==> config.mk <==
export PLATFORM = sky130hd
export DESIGN_NAME = hs_send_port
export DESIGN_NICKNAME = d
export VERILOG_FILES = /design/src/rtl/hs_send_pkg.sv /design/src/rtl/hs_sync.sv /design/src/rtl/hs_rise_det.sv /design/src/rtl/hs_send_fsm.sv /design/src/rtl/hs_send_port.sv
export SDC_FILE = /design/constraint.sdc
export NUM_CORES = 1
export LEC_CHECK = 0
export ABC_CLOCK_PERIOD_IN_PS = 1800
export CELL_PAD_IN_SITES_DETAIL_PLACEMENT = 1
export CELL_PAD_IN_SITES_GLOBAL_PLACEMENT = 1
export CORE_ASPECT_RATIO = 1.2
export CORE_MARGIN = 4
export CORE_UTILIZATION = 39
export CTS_CLUSTER_SIZE = 8
export DETAILED_ROUTE_END_ITERATION = 7
export GPL_ROUTABILITY_DRIVEN = 0
export GPL_TIMING_DRIVEN = 0
export PLACE_DENSITY = 0.79
export SLEW_MARGIN = 5
export SYNTH_ARGS = -nofsm -noshare
export SYNTH_HDL_FRONTEND = slang
export SYNTH_SLANG_ARGS = --single-unit
==> constraint.sdc <==
create_clock -name clk -period 1.8 [get_ports clk]
set_clock_uncertainty 0.05 [all_clocks]
set_input_delay 0.45 -clock clk [delete_from_list [all_inputs] [get_ports clk]]
set_output_delay 0.45 -clock clk [all_outputs]
set_load 0.01 [all_outputs]
==> src/rtl/hs_send_pkg.sv <==
package hs_send_pkg;
    typedef enum logic [1:0] {
        ST_IDLE    = 2'd0,
        ST_STRETCH = 2'd1,
        ST_REQ     = 2'd2,
        ST_WAIT    = 2'd3
    } hs_state_e;
endpackage

==> src/rtl/hs_sync.sv <==
module hs_sync #(
    parameter int STAGES = 2
) (
    input  logic clk,
    input  logic rst_n,
    input  logic d,
    output logic q
);
    generate
        for (genvar i = 0; i < STAGES; i++) begin : g_stage
            logic s_q;
            if (i == 0) begin : g_first
                always_ff @(posedge clk or negedge rst_n) begin
                    if (!rst_n) s_q <= 1'b0;
                    else        s_q <= d;
                end
            end else begin : g_next
                always_ff @(posedge clk or negedge rst_n) begin
                    if (!rst_n) s_q <= 1'b0;
                    else        s_q <= g_stage[i-1].s_q;
                end
            end
        end
    endgenerate

    assign q = g_stage[STAGES-1].s_q;
endmodule

==> src/rtl/hs_rise_det.sv <==
module hs_rise_det (
    input  logic clk,
    input  logic rst_n,
    input  logic level,
    output logic rise
);
    logic level_d, level_q;

    always_comb level_d = level;

    always_ff @(posedge clk or negedge rst_n) begin
        if (!rst_n) level_q <= 1'b0;
        else        level_q <= level_d;
    end

    assign rise = level & ~level_q;
endmodule

==> src/rtl/hs_send_fsm.sv <==
module hs_send_fsm
    import hs_send_pkg::*;
#(
    parameter int W = 8
) (
    input  logic         clk,
    input  logic         rst_n,
    input  logic         start,
    input  logic [W-1:0] start_data,
    input  logic         ack_seen,
    output logic         req,
    output logic         stretch,
    output logic [W-1:0] data
);
    typedef struct packed {
        hs_state_e    st;
        logic         req;
        logic         stretch;
        logic [W-1:0] data;
        logic         pend;
        logic [W-1:0] pend_data;
    } fsm_t;

    fsm_t r_d, r_q;

    always_comb begin
        r_d = r_q;
        unique case (r_q.st)
            ST_IDLE: begin
                if (start) begin
                    r_d.st      = ST_STRETCH;
                    r_d.stretch = 1'b1;
                    r_d.data    = start_data;
                end
            end
            ST_STRETCH: begin
                r_d.st  = ST_REQ;
                r_d.req = 1'b1;
                if (start && !r_q.pend) begin
                    r_d.pend      = 1'b1;
                    r_d.pend_data = start_data;
                end
            end
            ST_REQ: begin
                if (ack_seen) begin
                    r_d.st      = ST_WAIT;
                    r_d.req     = 1'b0;
                    r_d.stretch = 1'b0;
                end
                if (start && !r_q.pend) begin
                    r_d.pend      = 1'b1;
                    r_d.pend_data = start_data;
                end
            end
            ST_WAIT: begin
                if (!ack_seen) begin
                    if (r_q.pend) begin
                        r_d.st      = ST_STRETCH;
                        r_d.stretch = 1'b1;
                        r_d.data    = r_q.pend_data;
                        r_d.pend    = start;
                        if (start) r_d.pend_data = start_data;
                    end else if (start) begin
                        r_d.st      = ST_STRETCH;
                        r_d.stretch = 1'b1;
                        r_d.data    = start_data;
                    end else begin
                        r_d.st = ST_IDLE;
                    end
                end else if (start && !r_q.pend) begin
                    r_d.pend      = 1'b1;
                    r_d.pend_data = start_data;
                end
            end
            default: r_d.st = ST_IDLE;
        endcase
    end

    always_ff @(posedge clk or negedge rst_n) begin
        if (!rst_n) begin
            r_q.st        <= ST_IDLE;
            r_q.req       <= 1'b0;
            r_q.stretch   <= 1'b0;
            r_q.data      <= '0;
            r_q.pend      <= 1'b0;
            r_q.pend_data <= '0;
        end else begin
            r_q <= r_d;
        end
    end

    assign req     = r_q.req;
    assign stretch = r_q.stretch;
    assign data    = r_q.data;
endmodule

==> src/rtl/hs_send_port.sv <==
module hs_send_port #(
    parameter int W           = 8,
    parameter int SYNC_STAGES = 2
) (
    input  logic         clk,
    input  logic         rst_n,
    input  logic         wr_strobe,
    input  logic [W-1:0] wr_data,
    input  logic         ack_in,
    output logic         req_out,
    output logic         stretch_out,
    output logic [W-1:0] bus_data
);
    logic strobe_rise;
    logic ack_seen;

    hs_rise_det u_rise (
        .clk   (clk),
        .rst_n (rst_n),
        .level (wr_strobe),
        .rise  (strobe_rise)
    );

    hs_sync #(.STAGES(SYNC_STAGES)) u_ack_sync (
        .clk   (clk),
        .rst_n (rst_n),
        .d     (ack_in),
        .q     (ack_seen)
    );

    hs_send_fsm #(.W(W)) u_fsm (
        .clk        (clk),
        .rst_n      (rst_n),
        .start      (strobe_rise),
        .start_data (wr_data),
        .ack_seen   (ack_seen),
        .req        (req_out),
        .stretch    (stretch_out),
        .data       (bus_data)
    );
endmodule

Word-level counts from Yosys, hierarchy flattened. Cells that the tools add are included.

Bits in registers: 24. Output and inout bits: 10. Word-level logic and storage cells: 49.

Equality and inequality tests: 8. Muxes and demuxes: 17. Bitwise operators: 2. Reduce and logical (&&, ||, !) cells: 13.

Operators by type and width (number): two-way mux 9 bit (6); one-hot mux 9 bit (2 select lines) (1); one-hot mux 8 bit (2 select lines) (1); AND reduction 3 bit (3); two-way mux 8 bit (1); one-hot mux 2 bit (4 select lines) (1); two-way mux 2 bit (3); != test 3 x 2 -> 1 bit (second input constant) (2); nonzero test 2 bit (3); equality test 2 bit (second input constant) (2); two-way mux 4 bit (1); != test 2 bit (second input constant) (2); AND reduction 2 bit (2); one-hot mux 1 bit (3 select lines) (1); nonzero test 3 bit (1); equality test 2 x 1 -> 1 bit (second input constant) (1); logical NOT 2 bit (1); != test 2 x 1 -> 1 bit (second input constant) (1); one-hot mux 1 bit (2 select lines) (1); OR reduction 2 bit (1); AND 1 bit (1); logical AND 1 bit (1); logical NOT 1 bit (1); two-way mux 1 bit (1); NOT 1 bit (1).

Longest topological paths before layout.
Word-level depth: 6. Mapped depth: 6. Gate-level depth less buffers: 6.

By module. Synthesis repeated with hierarchy kept, for this count alone.

Cell total of the unflattened synthesis: 102. Area total of the unflattened synthesis: 1236.2 um2.

By module, submodules not included: hs_send_fsm (times used 1, cells an instance 98, area an instance 1147.4 um2, sequential area each 525.5 um2); hs_sync (times used 1, cells an instance 2, area an instance 50.0 um2, sequential area each 50.0 um2); hs_rise_det (times used 1, cells an instance 2, area an instance 38.8 um2, sequential area each 25.0 um2).

Worst setup path after synthesis. No wires, ideal clock.

Path kind: register to register. Start: register u_fsm.r_q[19] (netlist bit). End: register u_fsm.data[6] (netlist name). Setup time: 66 ps. Arrival time: 1518 ps. Data required time: 1684 ps. Path slack: 166 ps. Cell stages (with the launch flop): 7. Period minus slack after synthesis: 1634 ps. Cells stage by stage: dfrtp_1 -> inv_1 -> ha_1 -> nor2_1 -> a21oi_2 -> a21boi_2 -> o2bb2a_1.

Cells in the longest elaborated chain, start to end: 3.

Ends and longest elaborated chain: start, declared (RTL line hs_send_fsm.sv:24) `fsm_t r_d, r_q;`; start signal, assigned (RTL line hs_send_fsm.sv:88) `r_q <= r_d;`; equality test 2 bit / logical NOT 2 bit (equally long branches) (RTL line hs_send_fsm.sv:28) `unique case (r_q.st)`; != test 2 bit (no line) / nonzero test 2 bit (equally long branches); AND reduction 2 bit (no line).

Parallel ways exist; a longest one is shown, timed or not. A chain may end at the register's enable or synchronous reset.

Worst setup path in the final report.
Start: input wr_strobe. End: register u_fsm.r_q[19] (netlist bit).

Cells in the longest elaborated chain, start to end: 5.

Ends and longest elaborated chain: start, declared (RTL line hs_send_port.sv:7) `input logic wr_strobe,`; AND 1 bit (*) (RTL line hs_rise_det.sv:16) `assign rise = level & ~level_q;`; two-way mux 1 bit (RTL line hs_send_fsm.sv:63) `end else if (start) begin`; two-way mux 2 bit (RTL line hs_send_fsm.sv:57) `if (r_q.pend) begin`; two-way mux 2 bit (RTL line hs_send_fsm.sv:56) `if (!ack_seen) begin`; one-hot mux 2 bit (4 select lines) (RTL line hs_send_fsm.sv:28).

Mark *: on every way between the ends. The rest lies on a longest branch, timed or not. The select of a mux whose other input is x is not followed.

==> flow_summary.json <==
{
  "netlist_area_sq_um": 1200,
  "die_w_um": 58.7,
  "cp_data_required_time_ps": 1960,
  "drt_pre_antenna_iters": 3,
  "fin_util": 0.548,
  "max_freq_mhz": 578,
  "ys_ff_latch": 24,
  "yosys-mux-area-fraction": 0.0665,
  "antenna-diode-count": 0,
  "clockRootBuffer": "clkbuf_4",
  "syn_inst": 113,
  "commonest_non_fill_non_tap_cell_in_the_layout": "dfrtp_1",
  "unrepaired_setup_endpoints_after_global_routing": "false",
  "total_power_mw": 2.64,
  "gr-total-overflow": 0,
  "synth_compound_area_frac": 0.189,
  "drt-total-wl_mm": 2.84,
  "commonest_cells_after_routing_fill_and_taps_aside": "dfrtp_1, buf_4, clkdlybuf4s50_1, inv_1, nand2_1",
  "area_growth_pct": 31.5,
  "critical_path.reg2reg.endpoint": "u_fsm.r_q[3]",
  "final_layout_size_suffix_gt1_frac": 0.229,
  "max-slew-margin-rel": 0.267,
  "final-seq-area_sq_um": 603,
  "synth_xor_area_frac": 0,
  "cts.hold.buffers_added": 0,
  "floorplan.die.height_um": 68.9,
  "yosys_warnings": 0,
  "whs_path_depth": 0,
  "cts_tree": "yes",
  "overall_via_count_from_detail_route": 966,
  "avgRoutedWirePerCell_um": 16.0,
  "tightest_slew_ps": 1100,
  "synth_top_family_by_area": "compound AO/OA/AOI/OAI gates",
  "grt_first_pass_wirelength_mm": 4.64,
  "cts_htree_levels": 1,
  "rows": 21,
  "grt_antenna_before_repair": 0,
  "drc": 0,
  "core-area_sq_um": 2890,
  "buffer_ports.inserted": 21,
  "dr.first_iter.drc_count": 6,
  "multi_input_area_sq_um": 536,
  "final_period_util": 0.961,
  "synth_adder_area_share": 0.0623,
  "maxCapViolCount": 0,
  "synth-simple-area-share": 0.0883,
  "run_status": "finished, final reports clean",
  "unique_cell_type_count_in_the_yosys_netlist": 25,
  "peakVddDrop_mv": 1.12,
  "detail-route-antenna-nets": 0,
  "finalHoldViolations": 0,
  "grt_max_degree": 25,
  "setup_violations": 0,
  "r2r.worst_path.cells": 6,
  "layout.nets": 164,
  "timing.final.max_slew_violations": 0,
  "hpwlAfterDp_mm": 2.07,
  "worst_hold_path_type": "reg2reg",
  "detail_route.vias_per_cell": 5.43,
  "filler_cell_count_in_the_final_layout": 322,
  "grt_use_total": 0.154,
  "tritoncts_sinks": 24,
  "type_of_the_setup_path_with_the_least_slack": "in2reg",
  "setup.worst_path.end_class": "register",
  "mapped_avg_cell_area_sq_um": 10.7,
  "clkLatencyLatePin_ps": 300,
  "synth_nets": 131,
  "worstHoldStart": "u_ack_sync.g_stage[0].s_q",
  "end_point_of_the_most_critical_hold_path": "u_ack_sync.q",
  "ys_seq_area_frac": 0.498,
  "leakage_nw": 0.775,
  "floorplan.io_pins": 22,
  "first_global_vias": 985,
  "timing.critical_path.arrival_ps": 1890,
  "floorplan.die_area_sq_um": 4050,
  "cts_inserted_buffers": 3,
  "cts-root-to-sink-buffers": 2,
  "cts.reportedPaths.clkPinSlew_ps": 130,
  "start_util": 0.417,
  "setup.worst_path.start_class": "input pin",
  "critical_path_peak_fanout": 4,
  "post-route-min-period_ps": 1730,
  "powerDensity_nw_per_um2": 1670,
  "timing.rr.start": "u_fsm.r_q[20]",
  "r2r_slack_ps": 80
}
## flip-flops by register name (all words and copies together), names as in the netlist
register	cells
u_fsm.req	1
u_fsm.stretch	1
u_ack_sync.g_stage.s_q	1
u_rise.level_q	1
u_fsm.r_q	11
u_ack_sync.q	1
u_fsm.data	8
## stage by stage
| stage | worst slack (ps) | TNS, ps | cells | hold slack (ps) | instance area (sq um) |
|---|---|---|---|---|---|
| global placement | -193 | -2770 | 168 | 285 | 1460 |
| finish | 70.4 | 0 | 178 | 312 | 1580 |
| global route | 4.34 | 0 | 178 | 320 | 1580 |
| CTS | -152 | -1460 | 175 | 316 | 1510 |
| floorplan | 166 | 0 | 113 | 104 | 1200 |
| detailed placement | -367 | -3910 | 168 | 287 | 1460 |
## final cells by class
class,instances,share of cell area
sequential,24,0.381
multi-input combinational,67,0.338
timing repair buffer,28,0.166
buffer,10,0.0458
inverter,12,0.0284
tap,34,0.0269
clock buffer,3,0.0142
## power by group
part | switching (mW) | total (mW) | internal [mW]
sequential | 0.165 | 0.945 | 0.780
combinational | 0.700 | 1.47 | 0.769
clock | 0.150 | 0.228 | 0.0780
total | 1.02 | 2.64 | 1.63
## metal layers
metal  vias up  share of wire  global-route usage
li1        452              -                   -
met1       492           0.41               0.186
met2        18           0.53               0.276
met3         4          0.045              0.0279
met4         0          0.012              0.0510
met5         -              0                   0
## critical path, stage by stage
cell and delay (ps):
clkdlybuf4s50_1 500, nand2b_1 180, a221oi_2 370, o21ai_1 150, a32oi_1 240
## worst max-delay path by stage
stage	from	end	slack (ps)	cells after the start
after detailed placement	wr_strobe	u_fsm.r_q[19]	-370	5
after global routing	u_fsm.stretch	stretch_out	4	1
final	wr_strobe	u_fsm.r_q[19]	70	5
after global placement	wr_strobe	u_fsm.data[6]	-190	5
after CTS	u_fsm.r_q[19]	u_fsm.r_q[19]	-150	6
after floorplan	u_fsm.r_q[19]	u_fsm.data[6]	170	6
## cells in the mapped netlist
master,n,area (sq um)
nor2_1,5,18.8
buf_4,8,60.1
a2bb2oi_1,7,61.3
a21oi_1,1,5.00
a211o_1,1,8.76
o21ai_0,6,30.0
dfrtp_1,24,601
o22ai_1,9,56.3
o32a_1,1,10.0
o2bb2a_1,1,10.0
inv_2,1,3.75
or3_1,1,6.26
mux2i_1,8,80.1
o2bb2ai_1,1,8.76
inv_1,11,41.3
a21boi_2,1,11.3
a221oi_1,1,8.76
a32oi_1,1,8.76
buf_2,2,10.0
nand2b_1,1,6.26
a21oi_2,1,8.76
ha_1,6,75.1
nand3_4,1,17.5
nand2_1,12,45.0
nor2b_1,2,12.5
## cells by family (layout without fill, tap and decap cells)
family,after synthesis,count (layout)
flops,24,24
fa+ha+maj,6,6
compound gates,31,31
simple gates,22,22
mux,8,8
buf+inv,22,53
## what timing repair did
action,4_1_cts,5_1_grt
setup buffers,4,3
setup endpoints to repair,24,21
pin swaps,0,2
resized for setup,8,16
Power figures use the tool's default switching activity.
